File: config.mk
export PLATFORM = sky130hd
export DESIGN_NAME = exec12_core
export DESIGN_NICKNAME = d
export VERILOG_FILES = /design/src/rtl/exec12_pkg.sv /design/src/rtl/exec12_decode.sv /design/src/rtl/exec12_alu.sv /design/src/rtl/exec12_rf.sv /design/src/rtl/exec12_stack.sv /design/src/rtl/exec12_core.sv
export SDC_FILE = /design/constraint.sdc
export NUM_CORES = 1
export LEC_CHECK = 0
export ABC_CLOCK_PERIOD_IN_PS = 4950
export BUFFER_PORTS_ARGS = -buffer_cell sky130_fd_sc_hd__buf_2
export CORE_MARGIN = 5
export CORE_UTILIZATION = 57
export CTS_CLUSTER_SIZE = 24
export DETAILED_ROUTE_END_ITERATION = 7
export GPL_TIMING_DRIVEN = 0
export PLACE_DENSITY = 0.76
export SYNTH_ARGS = -nofsm -noshare
export SYNTH_HDL_FRONTEND = slang
export SYNTH_SLANG_ARGS = --single-unit
File: constraint.sdc
create_clock -name clk -period 4.95 [get_ports clk]
set_input_delay 0 -clock clk [delete_from_list [all_inputs] [get_ports clk]]
set_output_delay 0 -clock clk [all_outputs]
set_load 0.01 [all_outputs]
File: src/rtl/exec12_pkg.sv
`timescale 1ns/1ps
package exec12_pkg;

  localparam int INSTR_W = 12;

  typedef enum logic [3:0] {
    OP_ADD, OP_SUB, OP_AND, OP_IOR, OP_XOR, OP_COM, OP_DEC, OP_INC,
    OP_PASS, OP_PASSW, OP_ZERO, OP_RL, OP_RR, OP_SWAP, OP_BCLR, OP_BSET
  } alu_op_e;

  typedef enum logic [1:0] {FLOW_SEQ, FLOW_JUMP, FLOW_CALL, FLOW_RET} flow_e;

  typedef enum logic [1:0] {SK_NONE, SK_ZERO, SK_BITCLR, SK_BITSET} skip_e;

  typedef struct packed {
    alu_op_e op;
    logic    use_lit;
    logic    wr_w;
    logic    wr_f;
    logic    upd_z;
    logic    upd_cdc;
    logic    upd_c;
    skip_e   skip;
    flow_e   flow;
  } ctrl_t;

endpackage

File: src/rtl/exec12_decode.sv
`timescale 1ns/1ps
module exec12_decode
  import exec12_pkg::*;
(
  input  logic [6:0] opc,   // instruction bits [11:5]
  output ctrl_t      ctrl
);

  logic dsel;
  assign dsel = opc[0];

  always_comb begin
    ctrl      = '0;
    ctrl.op   = OP_PASS;
    ctrl.skip = SK_NONE;
    ctrl.flow = FLOW_SEQ;
    unique case (opc[6:3])
      4'h0, 4'h1, 4'h2, 4'h3: begin
        // byte-oriented group: destination bit routes the result
        ctrl.wr_w = ~dsel;
        ctrl.wr_f = dsel;
        unique case (opc[6:1])
          6'b000000: begin
            ctrl.op   = OP_PASSW;        // MOVWF when d=1, NOP space when d=0
            ctrl.wr_w = 1'b0;
          end
          6'b000001: begin ctrl.op = OP_ZERO; ctrl.upd_z = 1'b1; end
          6'b000010: begin ctrl.op = OP_SUB;  ctrl.upd_z = 1'b1; ctrl.upd_cdc = 1'b1; end
          6'b000011: begin ctrl.op = OP_DEC;  ctrl.upd_z = 1'b1; end
          6'b000100: begin ctrl.op = OP_IOR;  ctrl.upd_z = 1'b1; end
          6'b000101: begin ctrl.op = OP_AND;  ctrl.upd_z = 1'b1; end
          6'b000110: begin ctrl.op = OP_XOR;  ctrl.upd_z = 1'b1; end
          6'b000111: begin ctrl.op = OP_ADD;  ctrl.upd_z = 1'b1; ctrl.upd_cdc = 1'b1; end
          6'b001000: begin ctrl.op = OP_PASS; ctrl.upd_z = 1'b1; end
          6'b001001: begin ctrl.op = OP_COM;  ctrl.upd_z = 1'b1; end
          6'b001010: begin ctrl.op = OP_INC;  ctrl.upd_z = 1'b1; end
          6'b001011: begin ctrl.op = OP_DEC;  ctrl.skip  = SK_ZERO; end
          6'b001100: begin ctrl.op = OP_RR;   ctrl.upd_c = 1'b1; end
          6'b001101: begin ctrl.op = OP_RL;   ctrl.upd_c = 1'b1; end
          6'b001110: begin ctrl.op = OP_SWAP; end
          default:   begin ctrl.op = OP_INC;  ctrl.skip  = SK_ZERO; end
        endcase
      end
      4'h4: begin ctrl.op = OP_BCLR; ctrl.wr_f = 1'b1; end
      4'h5: begin ctrl.op = OP_BSET; ctrl.wr_f = 1'b1; end
      4'h6: ctrl.skip = SK_BITCLR;
      4'h7: ctrl.skip = SK_BITSET;
      4'h8: begin ctrl.use_lit = 1'b1; ctrl.wr_w = 1'b1; ctrl.flow = FLOW_RET; end
      4'h9: ctrl.flow = FLOW_CALL;
      4'hA, 4'hB: ctrl.flow = FLOW_JUMP;
      4'hC: begin ctrl.use_lit = 1'b1; ctrl.wr_w = 1'b1; end
      4'hD: begin ctrl.op = OP_IOR; ctrl.use_lit = 1'b1; ctrl.wr_w = 1'b1; ctrl.upd_z = 1'b1; end
      4'hE: begin ctrl.op = OP_AND; ctrl.use_lit = 1'b1; ctrl.wr_w = 1'b1; ctrl.upd_z = 1'b1; end
      default: begin ctrl.op = OP_XOR; ctrl.use_lit = 1'b1; ctrl.wr_w = 1'b1; ctrl.upd_z = 1'b1; end
    endcase
  end

endmodule

File: src/rtl/exec12_alu.sv
`timescale 1ns/1ps
module exec12_alu
  import exec12_pkg::*;
#(
  parameter  int DATA_W = 8,
  localparam int NIB_W  = DATA_W / 2,
  localparam int BIT_W  = $clog2(DATA_W)
) (
  input  alu_op_e           op,
  input  logic [DATA_W-1:0] opa,
  input  logic [DATA_W-1:0] wv,
  input  logic              c_in,
  input  logic [BIT_W-1:0]  bsel,
  output logic [DATA_W-1:0] res,
  output logic              c_out,
  output logic              dc_out,
  output logic              zero,
  output logic              bit_val
);

  logic [DATA_W:0] sum;
  logic [NIB_W:0]  nsum;
  logic [DATA_W-1:0] mask;

  assign mask    = DATA_W'(1) << bsel;
  assign bit_val = opa[bsel];

  always_comb begin
    res    = opa;
    c_out  = c_in;
    dc_out = 1'b0;
    sum    = '0;
    nsum   = '0;
    unique case (op)
      OP_ADD: begin
        sum    = {1'b0, opa} + {1'b0, wv};
        nsum   = {1'b0, opa[NIB_W-1:0]} + {1'b0, wv[NIB_W-1:0]};
        res    = sum[DATA_W-1:0];
        c_out  = sum[DATA_W];
        dc_out = nsum[NIB_W];
      end
      OP_SUB: begin
        sum    = {1'b0, opa} + {1'b0, ~wv} + (DATA_W+1)'(1);
        nsum   = {1'b0, opa[NIB_W-1:0]} + {1'b0, ~wv[NIB_W-1:0]} + (NIB_W+1)'(1);
        res    = sum[DATA_W-1:0];
        c_out  = sum[DATA_W];
        dc_out = nsum[NIB_W];
      end
      OP_AND:   res = opa & wv;
      OP_IOR:   res = opa | wv;
      OP_XOR:   res = opa ^ wv;
      OP_COM:   res = ~opa;
      OP_DEC:   res = opa - DATA_W'(1);
      OP_INC:   res = opa + DATA_W'(1);
      OP_PASS:  res = opa;
      OP_PASSW: res = wv;
      OP_ZERO:  res = '0;
      OP_RL: begin
        res   = {opa[DATA_W-2:0], c_in};
        c_out = opa[DATA_W-1];
      end
      OP_RR: begin
        res   = {c_in, opa[DATA_W-1:1]};
        c_out = opa[0];
      end
      OP_SWAP:  res = {opa[NIB_W-1:0], opa[DATA_W-1:NIB_W]};
      OP_BCLR:  res = opa & ~mask;
      default:  res = opa | mask;
    endcase
  end

  assign zero = (res == '0);

endmodule

File: src/rtl/exec12_rf.sv
`timescale 1ns/1ps
module exec12_rf #(
  parameter  int DEPTH  = 32,
  parameter  int DATA_W = 8,
  localparam int AW     = $clog2(DEPTH)
) (
  input  logic              clk,
  input  logic              rst_n,
  input  logic [AW-1:0]     raddr,
  output logic [DATA_W-1:0] rdata,
  input  logic              we,
  input  logic [AW-1:0]     waddr,
  input  logic [DATA_W-1:0] wdata
);

  logic [DATA_W-1:0] cells [DEPTH];

  for (genvar i = 0; i < DEPTH; i++) begin : g_cell
    always_ff @(posedge clk or negedge rst_n) begin
      if (!rst_n)
        cells[i] <= '0;
      else if (we && (waddr == AW'(i)))
        cells[i] <= wdata;
    end
  end

  assign rdata = cells[raddr];

endmodule

File: src/rtl/exec12_stack.sv
`timescale 1ns/1ps
module exec12_stack #(
  parameter int DEPTH = 2,
  parameter int ADDR_W = 9
) (
  input  logic              clk,
  input  logic              rst_n,
  input  logic              push,
  input  logic              pop,
  input  logic [ADDR_W-1:0] din,
  output logic [ADDR_W-1:0] top
);

  logic [ADDR_W-1:0] lvl [DEPTH];

  always_ff @(posedge clk or negedge rst_n) begin
    if (!rst_n) begin
      for (int i = 0; i < DEPTH; i++) lvl[i] <= '0;
    end else if (push) begin
      lvl[0] <= din;
      for (int i = 1; i < DEPTH; i++) lvl[i] <= lvl[i-1];
    end else if (pop) begin
      // bottom level is copied upward and also kept
      for (int i = 0; i < DEPTH - 1; i++) lvl[i] <= lvl[i+1];
    end
  end

  assign top = lvl[0];

endmodule

File: src/rtl/exec12_core.sv
`timescale 1ns/1ps
module exec12_core
  import exec12_pkg::*;
#(
  parameter  int PC_W      = 9,
  parameter  int RF_DEPTH  = 32,
  parameter  int STK_DEPTH = 2,
  localparam int DATA_W    = 8,
  localparam int RF_AW     = $clog2(RF_DEPTH),
  localparam int BIT_W     = $clog2(DATA_W)
) (
  input  logic                clk,
  input  logic                rst_n,
  output logic [PC_W-1:0]     fetch_addr_o,
  input  logic [INSTR_W-1:0]  fetch_word_i,
  input  logic                fetch_valid_i,
  output logic [DATA_W-1:0]   wreg_o,
  output logic [2:0]          flags_o
);

  logic [PC_W-1:0]   pc_q, pc_inc, pc_nxt, stk_top;
  logic [DATA_W-1:0] w_q, rf_rdata, opa, alu_res;
  logic              c_q, dc_q, z_q, squash_q;
  logic              alu_c, alu_dc, alu_z, alu_bit;
  logic              go, skip_hit;
  ctrl_t             ctrl;

  logic [DATA_W-1:0] lit;
  logic [RF_AW-1:0]  faddr;
  logic [BIT_W-1:0]  bsel;

  assign lit   = fetch_word_i[DATA_W-1:0];
  assign faddr = fetch_word_i[RF_AW-1:0];
  assign bsel  = fetch_word_i[7:5];

  assign go = fetch_valid_i && !squash_q;

  exec12_decode u_dec (
    .opc  (fetch_word_i[11:5]),
    .ctrl (ctrl)
  );

  exec12_rf #(.DEPTH(RF_DEPTH), .DATA_W(DATA_W)) u_rf (
    .clk   (clk),
    .rst_n (rst_n),
    .raddr (faddr),
    .rdata (rf_rdata),
    .we    (go && ctrl.wr_f),
    .waddr (faddr),
    .wdata (alu_res)
  );

  assign opa = ctrl.use_lit ? lit : rf_rdata;

  exec12_alu #(.DATA_W(DATA_W)) u_alu (
    .op      (ctrl.op),
    .opa     (opa),
    .wv      (w_q),
    .c_in    (c_q),
    .bsel    (bsel),
    .res     (alu_res),
    .c_out   (alu_c),
    .dc_out  (alu_dc),
    .zero    (alu_z),
    .bit_val (alu_bit)
  );

  exec12_stack #(.DEPTH(STK_DEPTH), .ADDR_W(PC_W)) u_stk (
    .clk   (clk),
    .rst_n (rst_n),
    .push  (go && (ctrl.flow == FLOW_CALL)),
    .pop   (go && (ctrl.flow == FLOW_RET)),
    .din   (pc_inc),
    .top   (stk_top)
  );

  always_comb begin
    unique case (ctrl.skip)
      SK_ZERO:   skip_hit = alu_z;
      SK_BITCLR: skip_hit = ~alu_bit;
      SK_BITSET: skip_hit = alu_bit;
      default:   skip_hit = 1'b0;
    endcase
  end

  assign pc_inc = pc_q + PC_W'(1);

  always_comb begin
    unique case (ctrl.flow)
      FLOW_JUMP: pc_nxt = PC_W'(fetch_word_i[8:0]);
      FLOW_CALL: pc_nxt = PC_W'(fetch_word_i[7:0]);
      FLOW_RET:  pc_nxt = stk_top;
      default:   pc_nxt = pc_inc;
    endcase
  end

  always_ff @(posedge clk or negedge rst_n) begin
    if (!rst_n) begin
      pc_q     <= '0;
      w_q      <= '0;
      c_q      <= 1'b0;
      dc_q     <= 1'b0;
      z_q      <= 1'b0;
      squash_q <= 1'b0;
    end else if (fetch_valid_i) begin
      if (squash_q) begin
        pc_q     <= pc_inc;
        squash_q <= 1'b0;
      end else begin
        pc_q     <= pc_nxt;
        squash_q <= skip_hit;
        if (ctrl.wr_w)    w_q  <= alu_res;
        if (ctrl.upd_z)   z_q  <= alu_z;
        if (ctrl.upd_cdc) begin
          c_q  <= alu_c;
          dc_q <= alu_dc;
        end
        if (ctrl.upd_c)   c_q  <= alu_c;
      end
    end
  end

  assign fetch_addr_o = pc_q;
  assign wreg_o       = w_q;
  assign flags_o      = {z_q, dc_q, c_q};

endmodule

==> flow_summary.toml <==
[worst_setup_path]
end_kind = "register"
worstSetupPathType = "register to register"
r2r_start = "u_rf.cells[168]"
required_ns = 5.42
cp-start-kind = "register"
startpoint = "u_rf.cells[168]"
worst-path-max-fanout = 3
cp_data_arrival_time_ns = 5.40

[route]
wl_per_cell_um = 27.0
drt-initial-drc-count = 1524
viasPerCell = 6.73
drc = 0
firstDrtPassIters = 6
vias = 13200
wirelength_um = 52800
ant_nets = 0

[pwr]
power_per_cell_area_mw_per_mm2 = 380
static-leakage-power_nw = 8.55
p_int_w = 0.00475
vdd_drop_max_mv = 0.340
seqPwrFrac_pct = 41.9
combPwrFrac_pct = 26.0
swShare_pct = 32.7
p_clk_share_pct = 32.1
switchingPower_w = 0.00231

[outcome]
status = "finished, final reports clean"

[placed_design]
gp_congestion = 1.02
dp_cells = 1889
port_buffers = 28
dp_hpwl_um = 36700

[sta]
timing.slew.headroom_pct = 18.7
setup_violations = 0
post-route-min-period_ns = 4.93
final.period_utilization_pct = 99.5
finalHoldViolations = 0
fin_hold_ws_ns = 0.0355
fin_tns_setup_ns = 0
fmax_mhz = 203
grt_setup_unrepaired = "yes"
slew_viol_final = 0
skew_ns = 0.0219
tightest_slew_ns = 1.21

[synthesis]
synthCells = 1475
synth_seq_area_share_pct = 44.6
synth_flop_cell = "dfrtp_1"
synthesis.area_sq_mm = 0.0166
yosysTopAreaCellShare_pct = 44.6
synth_fp_nets = 1516
yosys.area.top_type = "dfrtp_1"
yosysUniqueCellTypes = 90
ys_seq_elements = 295
syn_avg_cell_area_sq_um = 11.2
async_reset_ff_share_pct = 100
ys_warn_count = 0
synth-edff-count = 0
synthTopCellsByArea = "dfrtp_1, mux2_2, mux2i_1, mux4_2, nand2_1"

[clocking]
htree_levels = 1
cts_tree = "built"
clkTransAtPathRegs_ns = 0.08
clock_latency_ns = 0.57
ctsRootBufferMaster = "clkbuf_16"
clk_path_buf_depth = 3
clock_sinks = 295
cts_buffers = 31

[die]
start_util_pct = 57.7
core_area_sq_mm = 0.0287
die_w_um = 180
die_h_um = 180
die_area_sq_mm = 0.0326
pin_count = 35
rows = 62

[finish]
nFillCells = 2266
drive_gt1_share_pct = 31.0
final_cells = 1954
final_cell_mix = "dfrtp_1, mux2_2, nand2_1"
final_common_cell = "dfrtp_1"
diodes = 0
synthToLayoutAreaGrowth_pct = 12.4
nets = 1588

[min_path]
hold_class = "input pin to asynchronous set/reset pin"

[global_route]
first_global_vias = 13400
grt_pass1_wl_um = 81000
antenna_found_initial = 1
grtUsageTotal_pct = 31.8
grt_overflow = 0
grt_max_degree = 129

[run]
maxCapViolCount = 0
## Yosys cell counts, types with 17 or more instances
cell      instances
nor3_1           17
ha_1             23
o22ai_1          28
nor2_1           79
nand3_1          28
nand2_1         114
mux2i_1          68
clkbuf_1         62
inv_1            28
dfrtp_1         295
mux2_2          266
a22oi_1          22
mux4_2           29
a21oi_1          49
o21ai_0          84
## through the flow
step	worst slack [ns]	util [%]	power, W	cell area, sq um
after floorplan	0.278	-	0.00403	16600
after global placement	-1.49	59.9	0.00460	17200
after detailed placement	-1.46	60.1	0.00466	17200
after CTS	0.00772	64.3	0.00697	18500
after global routing	-0.104	64.8	0.00734	18600
final	0.0238	64.8	0.00706	18600
## final timing paths
path	end	cells past startpoint	slack (ns)
setup / recovery	z_q	15	0.02
max in group asynchronous	u_rf.cells[38]	4	3.40
setup reg to reg	z_q	15	0.02
hold reg to reg	u_rf.cells[144]	2	0.48
hold / removal	dc_q	2	0.04
min in group clk	squash_q	5	0.07
## sequential cells by signal (all words and copies together), names as in the netlist
| register | count |
|---|---|
| z_q | 1 |
| dc_q | 1 |
| squash_q | 1 |
| u_stk.top | 9 |
| c_q | 1 |
| fetch_addr_o | 9 |
| wreg_o | 8 |
| u_stk.lvl | 9 |
| u_rf.cells | 256 |
## logic make-up (layout without fill, tap and decap cells)
logic type	Yosys count	after routing	synth area share, %
buffers and inverters	127	222	3.62
DFF	295	295	44.6
xor gates and xnor gates	18	18	0.952
muxes	366	366	26.5
and+or+nand+nor	340	340	9.98
AOI/OAI and AO/OA	303	303	12.2
adders and majority gates	26	26	2.10
## power groups by stage
stage	logic, W	registers [W]	clock network, W
floorplan	0.00111	0.00293	0
global placement	0.00163	0.00297	0
detailed placement	0.00167	0.00299	0
CTS	0.00174	0.00295	0.00227
global route	0.00197	0.00299	0.00239
finish	0.00184	0.00296	0.00226
## final cells by class
class                      instances  area [sq um]  share of cell area (%)
multi-input combinational       1053          8870                    47.7
tap                              384           480                    2.58
clock inverter                    10          87.6                   0.471
clock buffer                      46           892                    4.79
buffer                            95           495                    2.66
inverter                          30           113                   0.605
sequential                       295          7380                    39.7
timing repair buffer              41           293                    1.57
## per-layer routing
| metal | track usage [%] | vias up | share of wire (%) |
|---|---|---|---|
| met2 | 51.3 | 708 | 47 |
| met5 | 0 | - | 0 |
| met3 | 5.83 | 159 | 8.3 |
| met1 | 42.8 | 6673 | 40 |
| met4 | 12.9 | 0 | 4.3 |
| li1 | - | 5613 | - |
## critical path: stages (launching register included)
cell and delay, ns:
dfrtp_1 0.38, mux4_2 0.47, a22o_1 0.26, a31oi_4 0.28
a41oi_4 0.24, ha_4 0.27, fa_2 0.38, a221oi_4 0.32
o22ai_1 0.14, a22oi_1 0.17, o211ai_1 0.25, a2111oi_4 0.42
a32oi_4 0.16, or3_1 0.34, or4_4 0.56, o41ai_4 0.20
## repair_timing
| item | in CTS | in global routing |
|---|---|---|
| endpoints found under the setup margin | 204 | 111 |
| pin swaps | 7 | 16 |
| hold buffers | 2 | 0 |
| resized for setup | 39 | 26 |
| buffers inserted | 3 | 6 |
| endpoints found under the hold margin | 97 | 0 |
No activity file was read; power rests on OpenSTA's default activity.
